File: src/rtl/ca_code_gen.sv
module ca_code_gen #(
  parameter int SLEW_W = 10
) (
  input  logic              clk,
  input  logic              rst_n,
  input  logic              hc_en,
  input  logic              chan_rst_n,
  input  logic [9:0]        g2_init,
  input  logic [SLEW_W-1:0] slew,
  input  logic              trk_late,
  input  logic              clr_new,
  output logic              prompt,
  output logic              track,
  output logic              epoch,
  output logic              new_data
);
  localparam logic [9:0] ONES = '1;

  logic [9:0] g1, g2;
  logic [9:0] g1_nx, g2_nx;
  logic [SLEW_W-1:0] slew_cnt;
  logic ph, e0, e1, e2;

  wire code = g1[9] ^ g2[9];
  wire tick = hc_en & ph;
  wire hold = slew_cnt != '0;
  wire adv  = tick & ~hold;
  wire wrap = adv && (g1_nx == ONES);

  assign g1_nx = {g1[8:0], g1[2] ^ g1[9]};
  assign g2_nx = {g2[8:0], g2[1] ^ g2[2] ^ g2[5] ^ g2[7] ^ g2[8] ^ g2[9]};

  always_ff @(posedge clk or negedge rst_n) begin
    if (!rst_n) begin
      g1 <= ONES; g2 <= ONES; ph <= 1'b0; slew_cnt <= '0;
      e0 <= 1'b0; e1 <= 1'b0; e2 <= 1'b0; epoch <= 1'b0; new_data <= 1'b0;
    end else if (!chan_rst_n) begin
      g1 <= ONES; g2 <= g2_init; ph <= 1'b0; slew_cnt <= slew;
      e0 <= 1'b0; e1 <= 1'b0; e2 <= 1'b0; epoch <= 1'b0; new_data <= 1'b0;
    end else begin
      epoch <= wrap;
      if (wrap) new_data <= 1'b1;
      else if (clr_new) new_data <= 1'b0;
      if (hc_en) begin
        ph <= ~ph;
        e0 <= code; e1 <= e0; e2 <= e1;
      end
      if (tick) begin
        if (hold) slew_cnt <= slew_cnt - 1'b1;
        else begin
          g1 <= g1_nx;
          g2 <= g2_nx;
        end
      end
    end
  end

  assign prompt = e1;
  assign track  = trk_late ? e2 : e0;


  chan_hold_chk: assert property (@(posedge clk) disable iff (!rst_n)
    !chan_rst_n |=> (g1 == ONES && !epoch && !new_data && !prompt && !track));

  idle_stable_chk: assert property (@(posedge clk) disable iff (!rst_n)
    (chan_rst_n && !hc_en) |=> ($stable(g1) && $stable(e1) && $stable(e2)));

  delay_line_chk: assert property (@(posedge clk) disable iff (!rst_n)
    (chan_rst_n && hc_en) |=> (e1 == $past(e0) && e2 == $past(e1)));

  slew_freeze_chk: assert property (@(posedge clk) disable iff (!rst_n)
    (chan_rst_n && hold) |=> ($stable(g1) && $stable(g2)));

  epoch_wrap_chk: assert property (@(posedge clk) disable iff (!rst_n)
    epoch |-> (g1 == ONES));

  flag_set_chk: assert property (@(posedge clk) disable iff (!rst_n)
    epoch |-> new_data);
endmodule

File: config.mk
export PLATFORM = sky130hd
export DESIGN_NAME = ca_code_gen
export DESIGN_NICKNAME = d
export VERILOG_FILES = /design/src/rtl/ca_code_gen.sv
export SDC_FILE = /design/constraint.sdc
export NUM_CORES = 1
export LEC_CHECK = 0
export CORE_ASPECT_RATIO = 1.2
export CORE_MARGIN = 2
export CORE_UTILIZATION = 25
export DETAILED_ROUTE_END_ITERATION = 10
export PLACE_DENSITY = 0.42
export SLEW_MARGIN = 40
export SYNTH_ARGS = -nofsm -noshare
export SYNTH_HDL_FRONTEND = slang
export SYNTH_SLANG_ARGS = --single-unit
File: constraint.sdc
create_clock -name clk -period 3.3 [get_ports clk]
set_clock_uncertainty 0.2 [all_clocks]
set_input_delay 0.66 -clock clk [delete_from_list [all_inputs] [get_ports clk]]
set_output_delay 0.66 -clock clk [all_outputs]
set_load 0.05 [all_outputs]
### Word level (Yosys, flattened, before mapping)

Cells that the tools add are included.

| operators by class | value |
|---|---|
| add/sub/neg operators | 1 |
| equality and inequality tests | 6 |
| multiplexer cells | 22 |
| bitwise operators | 11 |
| reductions and logical operators | 4 |

Operators by type and width:

| kind | number |
|---|---|
| 10-bit two-way mux | 9 |
| 1-bit two-way mux | 13 |
| 10-bit == test, second input constant | 1 |
| 10-bit nonzero test | 1 |
| 10-bit by 1-bit subtractor with 10-bit output, second input constant | 1 |
| 1-bit bitwise XOR | 7 |
| 2-bit by 1-bit != test with 1-bit output, second input constant | 2 |
| 2-bit != test, second input constant | 2 |
| 2-bit AND reduction | 2 |
| 3-bit by 1-bit != test with 1-bit output, second input constant | 1 |
| 1-bit bitwise AND | 2 |
| 1-bit inverter | 2 |
| 1-bit logical AND | 1 |

| word-level totals | value |
|---|---|
| bits in registers | 36 |
| input bits | 26 |

### Depth between registers and ports, before layout

| depth | value |
|---|---|
| word-level depth | 8 |
| depth in mapped cells | 8 |
| mapped depth without buffers | 6 |

### Worst setup path after synthesis

No wires, ideal clock.

| path | value |
|---|---|
| kind | input -> output |
| start | input trk_late |
| end | output track |
| arrival time | 1.094 ns |
| path slack | 1.346 ns |
| stages | 1 |
| buffers on the path | 0 |
| cells stage by stage | mux2_2 |

| between the ends | value |
|---|---|
| longest elaborated chain between the ends | 1 |

RTL lines:

| element | RTL line | source |
|---|---|---|
| start: declaration | 10 | `input logic trk_late,` |
| 1-bit two-way mux | 59 | `assign track = trk_late ? e2 : e0;` |
| end: declaration | 13 | `output logic track,` |

Every way passes these cells.

### Worst setup path in the final report

Same ends and word-level chain as after synthesis.

==> impl_metrics.json <==
{
  "run_status": "finished clean",
  "ctsHoldBuffers": 0,
  "worstSkewPairLatency_ns": 0.29,
  "synthMuxAreaShare_pct": 2.635,
  "dieHeight_um": 100.7,
  "yosys-top-cells-count": "42 x nand2_1, 20 x dfstp_2, 20 x nor2_1",
  "fin_worst_hold_slack_ns": 0.2881,
  "crit_type": "input port to output port",
  "fmax_mhz": 333.5,
  "path_clk_slew_ns": 0.07,
  "antenna_found_initial": 0,
  "grt_max_degree": 37,
  "synth_fa_ha_area_share_pct": 0.6427,
  "fp-row-count": 35,
  "synth_flop_cell": "dfstp_2",
  "synth.top_cell.area_share_pct": 26.99,
  "post-route-period-util_pct": 90.87,
  "first_global_vias": 1563,
  "ys_seq_elements": 36,
  "wire_per_inst_um": 13.39,
  "reg_top3": "g1 (10), g2 (10), slew_cnt (10)",
  "initial_core_util_pct": 25.55,
  "critPathMaxFanout": 1,
  "cts_resized": 0,
  "critPathLaunchType": "input port",
  "crit_path_end_kind": "output port",
  "syn_area_per_cell_um2": 9.638,
  "grt_first_pass_wirelength_um": 7514,
  "synth-edff-count": 0,
  "gp_congestion": 0.7447,
  "async_flop_share_pct": 100.0,
  "clock_path_buffers": 2,
  "stdcell_count": 324,
  "yosys_warnings": 0,
  "hold_viol": 0,
  "finalSetupViolCount": 0,
  "drtIter0Drc": 65,
  "p_leak_uw": 0.0009759,
  "place_inst": 316,
  "cts_tree": "built",
  "fin_area_um2": 2384,
  "worstPathArrival_ns": 2.14,
  "clkSinkCount": 36,
  "vias": 1495,
  "ys_seq_area_share_pct": 47.56,
  "vias_per_cell": 4.614,
  "final_nets": 258,
  "h-tree-depth": 2,
  "synth-xor-area-share_pct": 4.949,
  "drive_gt1_share_pct": 18.53,
  "io_pins": 30,
  "synthSimpleGateAreaFrac_pct": 26.80,
  "netlist_area_um2": 1947,
  "grt-ovfl-total": 0,
  "wl_um": 4337,
  "relSlewSlack_pct": 59.22,
  "synth_top_cell_by_area": "dfstp_2",
  "synth-compound-area-share_pct": 11.63,
  "yosys-top-cells-area": "dfstp_2 27%, dfrtp_1 21%, nand2_1 8.1%",
  "first_pass_iters": 4,
  "worstPathRequired_ns": 2.44,
  "synth_top_family_by_area": "simple AND/OR/NAND/NOR gates",
  "die_x_um": 84.56,
  "syn_nets": 229,
  "diodes": 0,
  "irDropWorstVdd_mv": 0.1268,
  "num-fill-cells": 842,
  "power_density_nw_per_um2": 419.5,
  "syn2layout_area_growth_pct": 22.43,
  "coreArea_um2": 7620,
  "period_needed_ns": 2.999,
  "worstMarginPinSlew_ns": 0.6032,
  "place_hpwl_um": 2914,
  "finalSetupTns_ns": 0,
  "grt_use_total_pct": 11.06,
  "drc": 0,
  "cts_root_buf": "clkbuf_8",
  "antenna_left": 0,
  "drv_slew": 0,
  "synth_cells": 202,
  "hp-class": "flop to flop",
  "cts_setup_buffers": 0,
  "dieArea_um2": 8512,
  "yosysUniqueCellTypes": 48,
  "detailedPlace.worstSlack_ns": 0.3021,
  "grt_setup_unrepaired": "no",
  "finalWorstSetupSlack_ns": 0.3014,
  "cts_buffers": 5,
  "io_buffers": 29,
  "place_area_um2": 2283,
  "yosysMostFrequentCell": "nand2_1",
  "drv_cap": 0
}
[worst max-delay path, cell delays in order]
cell,delay (ns)
clkdlybuf4s50_1,0.46
mux2_2,0.32
clkdlybuf4s50_1,0.70
[cells in the final DEF (no fill, tap or decap), drive strengths merged, types with 2 or more instances in the layout]
master and instances:
a21oi 6, a31oi 15, and3 2, buf 6, clkbuf 8, clkdlybuf4s50 28, dfrtp 16, dfstp 20
inv 3, mux2i 4, nand2 42, nand2b 2, nand3 13, nand4 3, nor2 21, nor2b 3
nor3 3, nor4 2, o21ai 3, or3 2, xnor2 9, xor2 2
[layout make-up]
type / instances / area, µm² / area share (%)
multi-input combinational: 151 / 908.4 / 38.11
timing repair buffer: 34 / 322.8 / 13.54
clock buffer: 8 / 100.1 / 4.199
inverter: 3 / 11.26 / 0.4724
tap: 92 / 115.1 / 4.829
sequential: 36 / 925.9 / 38.85
[power breakdown]
part           internal, µW  leakage [µW]  total, µW  switching (µW)
combinational          73.9      0.000520        142            67.9
sequential              476      0.000405        508            32.0
clock                   191     0.0000515        350             159
[final timing paths]
| check | start | endpoint | slack (ns) | cells after the start |
|---|---|---|---|---|
| max | trk_late | track | 0.30 | 3 |
| min | g2[0] | g2[1] | 0.29 | 2 |
| max reg2reg | slew_cnt[0] | slew_cnt[5] | 1.21 | 6 |
| min reg2reg | g2[0] | g2[1] | 0.29 | 2 |
| max in group asynchronous | rst_n | g1[4] | 1.96 | 2 |
| min in group asynchronous | rst_n | slew_cnt[9] | 0.59 | 2 |
[per-stage QoR]
stage	util [%]	power [µW]
2_1_floorplan	-	602.3
3_3_place_gp	29.97	660.2
3_5_place_dp	29.97	660.0
4_1_cts	31.28	1020
5_1_grt	31.28	1062
6_report	31.28	1000
[cells by family (layout without fill, tap and decap cells)]
family	count (synthesis)	count (layout)
adder cells (fa/ha/maj)	1	1
AO/OA/AOI/OAI	32	32
multiplexers	5	5
flip-flops	36	36
buffers and inverters	15	45
XOR/XNOR	11	11
AND/OR/NAND/NOR	102	102
[layer usage]
| layer | global-route usage [%] | share of wire, % | wire [µm] | up-vias |
|---|---|---|---|---|
| met5 | 0 | 0 | 0 | - |
| met2 | 18.23 | 48 | 2084 | 21 |
| met4 | 4.151 | 1.5 | 66 | 0 |
| li1 | - | - | - | 761 |
| met1 | 14.21 | 47 | 2039 | 707 |
| met3 | 2.457 | 3.4 | 146 | 6 |
No activity file was read; power rests on OpenSTA's default activity.
